`src/rtl/tap_pkg.sv`:
```
package tap_pkg;

    localparam int IR_W = 3;
    localparam int ID_W = 32;
    localparam logic [IR_W-1:0] IR_CAPTURE_PATTERN = 3'b001;

    typedef enum logic [3:0] {
        TS_RESET, TS_IDLE,
        TS_SEL_DR, TS_CAP_DR, TS_SH_DR, TS_EX1_DR, TS_PAU_DR, TS_EX2_DR, TS_UPD_DR,
        TS_SEL_IR, TS_CAP_IR, TS_SH_IR, TS_EX1_IR, TS_PAU_IR, TS_EX2_IR, TS_UPD_IR
    } tap_state_t;

    typedef enum logic [IR_W-1:0] {
        OP_EXTEST  = 3'b000,
        OP_IDCODE  = 3'b001,
        OP_SAMPLEZ = 3'b010,
        OP_RSV3    = 3'b011,
        OP_SAMPLE  = 3'b100,
        OP_RSV5    = 3'b101,
        OP_RSV6    = 3'b110,
        OP_BYPASS  = 3'b111
    } opcode_t;

    typedef enum logic [1:0] {
        SEL_BYP,
        SEL_ID,
        SEL_BSR
    } dr_sel_t;

    typedef struct packed {
        dr_sel_t sel;
        logic    hiz;
    } op_ctl_t;

    function automatic tap_state_t tap_next(input tap_state_t s, input logic m);
        tap_state_t n;
        unique case (s)
            TS_RESET:  n = m ? TS_RESET  : TS_IDLE;
            TS_IDLE:   n = m ? TS_SEL_DR : TS_IDLE;
            TS_SEL_DR: n = m ? TS_SEL_IR : TS_CAP_DR;
            TS_CAP_DR: n = m ? TS_EX1_DR : TS_SH_DR;
            TS_SH_DR:  n = m ? TS_EX1_DR : TS_SH_DR;
            TS_EX1_DR: n = m ? TS_UPD_DR : TS_PAU_DR;
            TS_PAU_DR: n = m ? TS_EX2_DR : TS_PAU_DR;
            TS_EX2_DR: n = m ? TS_UPD_DR : TS_SH_DR;
            TS_UPD_DR: n = m ? TS_SEL_DR : TS_IDLE;
            TS_SEL_IR: n = m ? TS_RESET  : TS_CAP_IR;
            TS_CAP_IR: n = m ? TS_EX1_IR : TS_SH_IR;
            TS_SH_IR:  n = m ? TS_EX1_IR : TS_SH_IR;
            TS_EX1_IR: n = m ? TS_UPD_IR : TS_PAU_IR;
            TS_PAU_IR: n = m ? TS_EX2_IR : TS_PAU_IR;
            TS_EX2_IR: n = m ? TS_UPD_IR : TS_SH_IR;
            TS_UPD_IR: n = m ? TS_SEL_DR : TS_IDLE;
            default:   n = TS_RESET;
        endcase
        return n;
    endfunction

    function automatic op_ctl_t op_decode(input opcode_t op);
        op_ctl_t c;
        unique case (op)
            OP_EXTEST:  c = '{sel: SEL_BSR, hiz: 1'b1};
            OP_SAMPLEZ: c = '{sel: SEL_BSR, hiz: 1'b1};
            OP_SAMPLE:  c = '{sel: SEL_BSR, hiz: 1'b0};
            OP_IDCODE:  c = '{sel: SEL_ID,  hiz: 1'b0};
            default:    c = '{sel: SEL_BYP, hiz: 1'b0};
        endcase
        return c;
    endfunction

endpackage

```
`src/rtl/tap_fsm.sv`:
```
module tap_fsm
    import tap_pkg::*;
(
    input  logic       tck,
    input  logic       rst,
    input  logic       tms,
    output tap_state_t state
);

    always_ff @(posedge tck) begin
        if (rst) begin
            state <= TS_RESET;
        end else begin
            state <= tap_next(state, tms);
        end
    end

endmodule

```
`src/rtl/tap_ir.sv`:
```
module tap_ir
    import tap_pkg::*;
(
    input  logic       tck,
    input  logic       rst,
    input  logic       tdi,
    input  tap_state_t state,
    output opcode_t    active,
    output logic       sh_lsb
);

    logic [IR_W-1:0] sh_q;

    // Shift stage: rising edge
    always_ff @(posedge tck) begin
        if (rst) begin
            sh_q <= IR_CAPTURE_PATTERN;
        end else if (state == TS_CAP_IR) begin
            sh_q <= IR_CAPTURE_PATTERN;
        end else if (state == TS_SH_IR) begin
            sh_q <= {tdi, sh_q[IR_W-1:1]};
        end
    end

    // Active stage: falling edge
    always_ff @(negedge tck) begin
        if (rst || state == TS_RESET) begin
            active <= OP_IDCODE;
        end else if (state == TS_UPD_IR) begin
            active <= opcode_t'(sh_q);
        end
    end

    assign sh_lsb = sh_q[0];

endmodule

```
`src/rtl/tap_dr.sv`:
```
module tap_dr
    import tap_pkg::*;
#(
    parameter logic [ID_W-1:0] ID_VALUE = 32'h0A5C_3E6B,
    parameter int              BSR_LEN  = 8
) (
    input  logic               tck,
    input  logic               rst,
    input  logic               tdi,
    input  tap_state_t         state,
    input  dr_sel_t            sel,
    input  logic [BSR_LEN-1:0] pins,
    output logic               dr_lsb
);

    logic               byp_q;
    logic [ID_W-1:0]    id_q;
    logic [BSR_LEN-1:0] bsr_q;

    logic cap_en, sh_en;
    assign cap_en = (state == TS_CAP_DR);
    assign sh_en  = (state == TS_SH_DR);

    always_ff @(posedge tck) begin
        if (rst) begin
            byp_q <= 1'b0;
        end else if (cap_en) begin
            byp_q <= 1'b0;
        end else if (sh_en && sel == SEL_BYP) begin
            byp_q <= tdi;
        end
    end

    always_ff @(posedge tck) begin
        if (rst) begin
            id_q <= ID_VALUE;
        end else if (cap_en && sel == SEL_ID) begin
            id_q <= ID_VALUE;
        end else if (sh_en && sel == SEL_ID) begin
            id_q <= {tdi, id_q[ID_W-1:1]};
        end
    end

    generate
        if (BSR_LEN > 1) begin : g_bsr_chain
            always_ff @(posedge tck) begin
                if (rst) begin
                    bsr_q <= '0;
                end else if (cap_en && sel == SEL_BSR) begin
                    bsr_q <= pins;
                end else if (sh_en && sel == SEL_BSR) begin
                    bsr_q <= {tdi, bsr_q[BSR_LEN-1:1]};
                end
            end
        end else begin : g_bsr_cell
            always_ff @(posedge tck) begin
                if (rst) begin
                    bsr_q <= '0;
                end else if (cap_en && sel == SEL_BSR) begin
                    bsr_q <= pins;
                end else if (sh_en && sel == SEL_BSR) begin
                    bsr_q <= tdi;
                end
            end
        end
    endgenerate

    always_comb begin
        unique case (sel)
            SEL_ID:  dr_lsb = id_q[0];
            SEL_BSR: dr_lsb = bsr_q[0];
            default: dr_lsb = byp_q;
        endcase
    end

endmodule

```
`src/rtl/sram_tap.sv`:
```
module sram_tap
    import tap_pkg::*;
#(
    parameter logic [ID_W-1:0] ID_VALUE = 32'h0A5C_3E6B,
    parameter int              BSR_LEN  = 8
) (
    input  logic               tck,
    input  logic               rst,
    input  logic               tms,
    input  logic               tdi,
    input  logic [BSR_LEN-1:0] pins_in,
    output logic               tdo,
    output logic               tdo_en,
    output logic               dq_hiz,
    output logic               ring_capture
);

    tap_state_t state_q;
    opcode_t    ir_active;
    op_ctl_t    ctl;
    logic       ir_lsb;
    logic       dr_lsb;
    logic       in_shift;

    tap_fsm u_fsm (
        .tck   (tck),
        .rst   (rst),
        .tms   (tms),
        .state (state_q)
    );

    tap_ir u_ir (
        .tck    (tck),
        .rst    (rst),
        .tdi    (tdi),
        .state  (state_q),
        .active (ir_active),
        .sh_lsb (ir_lsb)
    );

    assign ctl = op_decode(ir_active);

    tap_dr #(
        .ID_VALUE (ID_VALUE),
        .BSR_LEN  (BSR_LEN)
    ) u_dr (
        .tck    (tck),
        .rst    (rst),
        .tdi    (tdi),
        .state  (state_q),
        .sel    (ctl.sel),
        .pins   (pins_in),
        .dr_lsb (dr_lsb)
    );

    assign in_shift = (state_q == TS_SH_IR) || (state_q == TS_SH_DR);

    // Output retimed on the falling edge
    always_ff @(negedge tck) begin
        if (rst) begin
            tdo    <= 1'b0;
            tdo_en <= 1'b0;
        end else begin
            tdo_en <= in_shift;
            if (!in_shift) begin
                tdo <= 1'b0;
            end else if (state_q == TS_SH_IR) begin
                tdo <= ir_lsb;
            end else begin
                tdo <= dr_lsb;
            end
        end
    end

    assign dq_hiz       = ctl.hiz;
    assign ring_capture = (state_q == TS_CAP_DR) && (ctl.sel == SEL_BSR);

endmodule

```
`config.mk`:
```
export PLATFORM = sky130hd
export DESIGN_NAME = sram_tap
export DESIGN_NICKNAME = d
export VERILOG_FILES = /design/src/rtl/tap_pkg.sv /design/src/rtl/tap_fsm.sv /design/src/rtl/tap_ir.sv /design/src/rtl/tap_dr.sv /design/src/rtl/sram_tap.sv
export SDC_FILE = /design/constraint.sdc
export NUM_CORES = 1
export LEC_CHECK = 0
export ABC_AREA = 1
export BUFFER_PORTS_ARGS = -buffer_cell sky130_fd_sc_hd__clkbuf_2
export CAP_MARGIN = 20
export CORE_ASPECT_RATIO = 0.6
export CORE_MARGIN = 2
export CORE_UTILIZATION = 25
export DETAILED_ROUTE_END_ITERATION = 12
export GPL_ROUTABILITY_DRIVEN = 0
export PLACE_DENSITY = 0.49
export SETUP_SLACK_MARGIN = 0.02
export SLEW_MARGIN = 40
export SYNTH_ARGS = -nofsm -noshare
export SYNTH_HDL_FRONTEND = slang
export SYNTH_SLANG_ARGS = --single-unit
```
`constraint.sdc`:
```
create_clock -name tck -period 4.4 [get_ports tck]
set_clock_uncertainty 0.2 [all_clocks]
set_input_delay 0.88 -clock tck [delete_from_list [all_inputs] [get_ports tck]]
set_output_delay 0.88 -clock tck [all_outputs]
set_load 0.01 [all_outputs]
```
=== Word-level counts from Yosys, hierarchy flattened ===
Cells that the tools add are included.

* Output and inout port bits: 4
* Bits in registers: 53

* Muxes and demuxes: 18
* Equal/unequal tests: 20
* Reductions and logical operators: 19
* Bitwise logic cells: 1

{| class="wikitable"
|+ Operator list
! operator !! count
|-
| $pmux 4 s12 || 1
|-
| $eq 4x4->1 const B || 8
|-
| $eq 4x3->1 const B || 4
|-
| $mux 4 || 4
|-
| $mux 8 || 2
|-
| $reduce_or 2->1 || 7
|-
| $pmux 3 s3 || 1
|-
| $eq 4x2->1 const B || 2
|-
| $mux 2 || 3
|-
| $mux 3 || 2
|-
| $logic_and 1x1->1 || 5
|-
| $eq 4x1->1 const B || 1
|-
| $logic_not 4->1 || 1
|-
| $mux 1 || 4
|-
| $eq 3x1->1 const B || 1
|-
| $eq 3x2->1 const B || 1
|-
| $eq 3x3->1 const B || 1
|-
| $logic_not 3->1 || 1
|-
| $reduce_or 3->1 || 1
|-
| $eq 2x1->1 const B || 1
|-
| $eq 2x2->1 const B || 1
|-
| $logic_not 2->1 || 1
|-
| $logic_or 1x1->1 || 2
|-
| $pmux 1 s2 || 1
|-
| 2 further kinds || 2
|}

=== Logic depth before layout (Yosys ltp) ===
Gate-level depths: netlist (run 1).

* Word-level depth: 7
* Mapped depth: 9
* Mapped depth without buffers: 8

=== By module ===
A second synthesis (run 1) with hierarchy kept.

* Cells, all modules: 364
* Area total of the unflattened synthesis: 2541.2 um^2

{| class="wikitable"
|+ Modules (own cells, without submodules)
! module !! instances !! area each (um^2) !! seq. area each (um^2) !! cells an instance
|-
| tap_dr || 1 || 1729.2 || 820.8 || 234
|-
| tap_fsm || 1 || 391.6 || 80.1 || 64
|-
| tap_ir || 1 || 285.3 || 120.1 || 42
|-
| sram_tap || 1 || 135.1 || 40.0 || 24
|}

==> results of run 1 <==
==> how the worst max path moves through the flow <==
| stage | startpoint | endpoint |
|---|---|---|
| detailed placement | u_ir.active[2] | ring_capture |
| global route | u_ir.active[2] | ring_capture |
| global placement | u_ir.active[0] | ring_capture |
| finish | u_ir.active[2] | ring_capture |
| floorplan | u_ir.active[0] | ring_capture |
| CTS | u_ir.active[0] | ring_capture |
==> Yosys cell counts, types with 2 or more instances <==
cell type | count | area [um2]
nor3_1 | 2 | 10.0
nor2_2 | 2 | 12.5
o211ai_2 | 8 | 100
o21ai_0 | 16 | 80.1
o22ai_1 | 8 | 50.1
dfxtp_1 | 53 | 1060
o21ai_2 | 6 | 52.6
inv_1 | 39 | 146
nand2_2 | 3 | 18.8
nor2_1 | 20 | 75.1
nor2_4 | 2 | 22.5
a21oi_2 | 5 | 43.8
nand3_1 | 10 | 50.1
buf_2 | 2 | 10.0
o211ai_1 | 2 | 15.0
buf_6 | 6 | 67.6
inv_2 | 3 | 11.3
a31oi_1 | 2 | 12.5
nand2_1 | 81 | 304
a21oi_1 | 30 | 150
ha_1 | 3 | 37.5
==> layout make-up <==
cell class	count	area share [%]
Timing Repair Buffer	41	10.4
Inverter	42	5.39
Tap cell	130	5.39
Sequential cell	53	35.4
Multi-Input combinational cell	206	37.9
Clock inverter	7	1.04
Clock buffer	6	4.60
==> sequential cells by signal, summed over array words and instances, names as in the netlist <==
| register | cells |
|---|---|
| tdo | 1 |
| u_dr.id_q | 32 |
| u_fsm.state | 4 |
| u_ir.sh_q | 3 |
| u_dr.bsr_q | 8 |
| tdo_en | 1 |
| u_ir.active | 3 |
| u_dr.byp_q | 1 |
==> worst register-to-register path: stages (launching register included) <==
cell and delay [ps]:
dfxtp_4 350, nor3_4 180, inv_2 80, buf_6 120, buf_6 100, buf_6 100, buf_6 100, buf_6 100
buf_6 100, buf_6 100, ha_4 140, inv_2 50, nor2_2 30, o211ai_1 160, nor2_1 70
==> power by group through the flow <==
stage          clock network, mW  logic [mW]  registers, mW
2_1_floorplan            0.00848      0.0414          0.502
3_3_place_gp             0.00848      0.0602          0.503
3_5_place_dp             0.00848      0.0601          0.503
4_1_cts                    0.435      0.0605          0.492
5_1_grt                    0.455      0.0682          0.492
6_report                   0.416      0.0602          0.492
==> timing repair <==
item / CTS / global route
gates resized for setup: 8 / 21
setup endpoints to repair: 1 / 7
hold buffers: 0 / 0
pin swaps: 3 / 8
setup buffers: 10 / 5
==> kinds of logic (layout without fill, tap and decap cells) <==
family,after synthesis,in the layout
AOI/OAI and AO/OA,79,79
adders and majority gates,3,3
and+or+nand+nor,124,124
buffers and inverters,53,96
DFF,53,53
==> per-layer routing <==
metal / vias up / GRT usage [%]
li1: 1095 / -
met1: 904 / 16.5
met2: 34 / 14.0
met3: 5 / 3.60
met4: 0 / 3.51
met5: - / 0
==> stage by stage <==
stage	TNS, ps	instances	util (%)	instance area (um2)	hold slack (ps)
finish	-235	485	32.5	3020	260
floorplan	0	312	-	2410	233
global placement	0	459	28.7	2670	244
CTS	-485	481	31.4	2920	266
detailed placement	-36.1	459	28.7	2670	254
global route	-364	485	32.5	3020	290
==> impl_metrics.json, run 1 <==
{
  "viasPerCell": 4.20,
  "r2r_slack_ps": 30,
  "relSlewSlack_pct": 77.0,
  "critPathTopFamily": "flip-flops",
  "dr_wl_met2_mm": 2.02,
  "grt_pass1_vias": 1814,
  "grt_max_degree": 41,
  "dieArea_mm2": 0.0105,
  "synth_top_family_by_area": "simple AND/OR/NAND/NOR gates",
  "p_leak_nw": 1.42,
  "pwr-share-comb_pct": 6.2,
  "final_common_cell": "nand2_1",
  "path_cells": "nor3_4 -> inv_2 -> ha_4 -> inv_2 -> nor2_2 -> buf_2",
  "cts_inserted_buffers": 5,
  "drc": 0,
  "postRouteAntennaNets": 0,
  "io_pins": 16,
  "setup_viol": 1,
  "gr-total-overflow": 0,
  "ys_seq_area_share_pct": 43.9,
  "hpwl_mm": 3.60,
  "area_growth_pct": 25.0,
  "layout_common_cells": "nand2_1 (81), dfxtp_1 (50), inv_1 (37)",
  "syn_nets": 327,
  "h-tree-depth": 2,
  "whs_endpoint": "u_dr.id_q[31]",
  "cp_common_cell": "inv_2",
  "multi_input_comb_area_mm2": 0.00114,
  "synth_cell_types": 30,
  "worstSetupEndpointType": "output pin",
  "r2r_cells": 14,
  "cts_tree": "yes",
  "synth.avg_cell_area_um2": 7.74,
  "synthArstFlopShare_pct": 0,
  "power_frac_seq_pct": 50.8,
  "worst_slew_pin_slew_ps": 344,
  "cp.arrival_ps": 3560,
  "die-height_um": 80.1,
  "violations": "setup timing",
  "cp_max_fo": 3,
  "detail_route.iter0.violations": 79,
  "power_mw": 0.967,
  "rsz0062_at_grt": "yes",
  "slew_viol_final": 0,
  "worstHoldStart": "u_dr.id_q[31]",
  "p_sw_share_pct": 23.6,
  "grt_usage_pct": 10.9,
  "core-area_mm2": 0.00929,
  "path_class": "reg2out",
  "crit_path_max_incr_delay_ps": 350,
  "layout.area.seq_mm2": 0.00107,
  "synth-compound-area-share_pct": 21.8,
  "wl_mm": 5.40,
  "synth_edf_count": 0,
  "nets": 369,
  "port_buffers": 15,
  "path_depth": 6,
  "postSynthCellCount": 312,
  "drive_gt1_share_pct": 26.8,
  "internal-power_mw": 0.739,
  "layout_setup_ws_ps": -235,
  "fillers": 997,
  "synth_area_mm2": 0.00241,
  "p_sw_mw": 0.229,
  "p_per_area_mw_per_mm2": 320,
  "antenna_found_initial": 0,
  "outcome": "complete, but fails checks",
  "ys_warn_count": 0,
  "dr_total_vias": 2038,
  "met3_length_um": 258,
  "power.share.clock_pct": 43.0,
  "clk-insertion-delay-late_ps": 360,
  "synth-adder-area-share_pct": 1.55,
  "cap_violations": 0,
  "routedWlPerCell_um": 11.1,
  "grt_pass1_wl_mm": 8.84,
  "rows": 27,
  "r2r-start": "u_ir.active[2]",
  "synthXorXnorAreaFrac_pct": 0,
  "n_antenna_cell": 0,
  "ys_seq_elements": 53,
  "required_ps": 3320,
  "start_kind": "register",
  "path_clk_slew_ps": 60,
  "vdd_drop_max_uv": 130,
  "synth_mux_area_share_pct": 0,
  "wl_met1_mm": 3.06,
  "cpMaxStageDelayCell": "dfxtp_4",
  "clockRootBuffer": "clkbuf_16",
  "cts.path.max_buffers": 2,
  "highest-signal-layer": "met4",
  "synth-simple-area-share_pct": 22.3,
  "min_path_cells": 2,
  "synthFlopType": "dfxtp_1",
  "post-place-ws_ps": -36.1,
  "hold_class": "reg2reg",
  "die_w_um": 131,
  "drt_pass1_iterations": 4,
  "initial_core_util_pct": 26.0,
  "cp_num_buf_inv": 3,
  "cts.sinks": 53,
  "hold_viol_final": 0,
  "reg2reg_to": "u_dr.byp_q"
}
Power figures use the tool's default switching activity.
==> run 2: changes to the inputs <==
--- a/config.mk
+++ b/config.mk
@@ -16,2 +16,3 @@
 export PLACE_DENSITY = 0.49
+export REMOVE_ABC_BUFFERS = 1
 export SETUP_SLACK_MARGIN = 0.02
==> constraint.sdc (replaced) <==
create_clock -name tck -period 4.4 [get_ports tck]
set_clock_uncertainty 0.2 [all_clocks]
set_input_delay 0.22 -clock tck [delete_from_list [all_inputs] [get_ports tck]]
set_output_delay 0.22 -clock tck [all_outputs]
set_load 0.01 [all_outputs]
==> impl_metrics.json, run 2 (synthesis gave the netlist of run 1 again) <==
{
  "multi_input_comb_area_mm2": 0.00111,
  "pwr-share-comb_pct": 6.3,
  "die_w_um": 131,
  "p_sw_mw": 0.227,
  "io_pins": 16,
  "vdd_drop_max_uv": 164,
  "grt_pass1_wl_mm": 8.90,
  "drc": 0,
  "grt_max_degree": 41,
  "detail_route.iter0.violations": 206,
  "viasPerCell": 4.23,
  "dr_total_vias": 1961,
  "required_ps": 3980,
  "slew_viol_final": 0,
  "clk-insertion-delay-late_ps": 370,
  "port_buffers": 15,
  "largest_register_ffs": 32,
  "power_frac_seq_pct": 51.9,
  "outcome": "finished clean",
  "postCtsSetupRepairBufs": 0,
  "cts_inserted_buffers": 5,
  "post_dp_cell_area_mm2": 0.00261,
  "fillers": 992,
  "path_clk_slew_ps": 70,
  "worstSetupEndpointType": "output pin",
  "layoutNonFillerInstCount": 464,
  "clockRootBuffer": "clkbuf_16",
  "final_cell_area_mm2": 0.00278,
  "hpwl_mm": 3.62,
  "grt_pass1_vias": 1787,
  "die-height_um": 80.1,
  "post-route-util_pct": 29.9,
  "power_mw": 0.949,
  "start_kind": "register",
  "cap_violations": 0,
  "cts_tree": "yes",
  "reg_top3": "u_dr.id_q (32), u_dr.bsr_q (8), u_fsm.state (4)",
  "rsz0062_at_grt": "no",
  "wl_mm": 5.27,
  "cts.sinks": 53,
  "area_growth_pct": 14.9,
  "relSlewSlack_pct": 67.2,
  "internal-power_mw": 0.722,
  "p_per_area_mw_per_mm2": 342,
  "final_common_cell": "nand2_1",
  "n_antenna_cell": 0,
  "layout_common_cells": "nand2_1 (81), dfxtp_1 (53), inv_1 (43)",
  "power.share.clock_pct": 41.7,
  "p_sw_share_pct": 23.9,
  "setup_viol": 0,
  "gr-total-overflow": 0,
  "hold_viol_final": 0,
  "p_leak_nw": 1.31,
  "h-tree-depth": 2,
  "routedWlPerCell_um": 11.4,
  "drive_gt1_share_pct": 18.3,
  "dp_cells": 452,
  "hold_class": "in2reg",
  "layout.area.seq_mm2": 0.00106,
  "cts.path.max_buffers": 2,
  "cp_max_fo": 5,
  "rows": 27,
  "regMostFlops": "u_dr.id_q",
  "postRouteAntennaNets": 0,
  "initial_core_util_pct": 26.0,
  "dieArea_mm2": 0.0105,
  "antenna_found_initial": 0,
  "cp.arrival_ps": 3820,
  "grt_usage_pct": 10.8,
  "worst_slew_pin_slew_ps": 492,
  "setup-tns-final_ps": 0,
  "core-area_mm2": 0.00929,
  "path_class": "reg2out",
  "nets": 348,
  "drt_pass1_iterations": 4
}
## run 2: cell count changes in the layout (fill, tap and decap cells not counted), sizes merged
cell and change:
buf -22, clkbuf +1
## run 2: power groups by stage
stage	Clock (mW)	Sequential, mW	Combinational (mW)
detailed placement	0.00848	0.503	0.0591
finish	0.396	0.493	0.0601
CTS	0.406	0.492	0.0598
global placement	0.00848	0.503	0.0595
global route	0.430	0.493	0.0679
floorplan	0.00848	0.502	0.0375
## run 2: repair_timing
action / 4_1_cts / 5_1_grt
resized for setup: 1 / 2
setup endpoints to repair: 15 / 10
hold buffers: 0 / 0
## run 2: worst max-delay path, cell delays in order, from the launching register on
cell and delay (ps):
dfxtp_1 330, inv_1 100, o21ai_2 80, inv_1 60, ha_1 200, inv_1 70
nor2_2 230, clkbuf_2 190
## run 2: final timing paths
| check | start | end | slack, ps | depth (start not counted) |
|---|---|---|---|---|
| setup / recovery | u_ir.active[2] | ring_capture | 160 | 7 |
| hold / removal | pins_in[3] | u_dr.bsr_q[3] | 40 | 3 |
| setup reg to reg | u_ir.active[2] | u_dr.id_q[28] | 190 | 8 |
| hold reg to reg | u_dr.id_q[31] | u_dr.id_q[31] | 250 | 2 |
## run 2: metrics by stage
step	hold WS [ps]	worst slack (ps)
2_1_floorplan	89.1	167
3_3_place_gp	247	188
3_5_place_dp	247	78.4
4_1_cts	30.6	59.9
5_1_grt	52.6	27.2
6_report	35.7	159
## run 2: per-layer routing
metal,track usage (%),up-vias,routed length [um]
li1,-,1048,-
met1,17.8,864,3140
met2,13.1,47,1840
met3,3.66,2,279
met4,1.60,0,13
met5,0,-,0
## run 2: area by class of cell
type	instances	share of cell area, %
Timing Repair Buffer	20	4.51
Multi-Input combinational cell	206	40.0
Inverter	42	5.77
Clock inverter	7	0.992
Clock buffer	6	4.64
Tap cell	130	5.86
Sequential cell	53	38.2
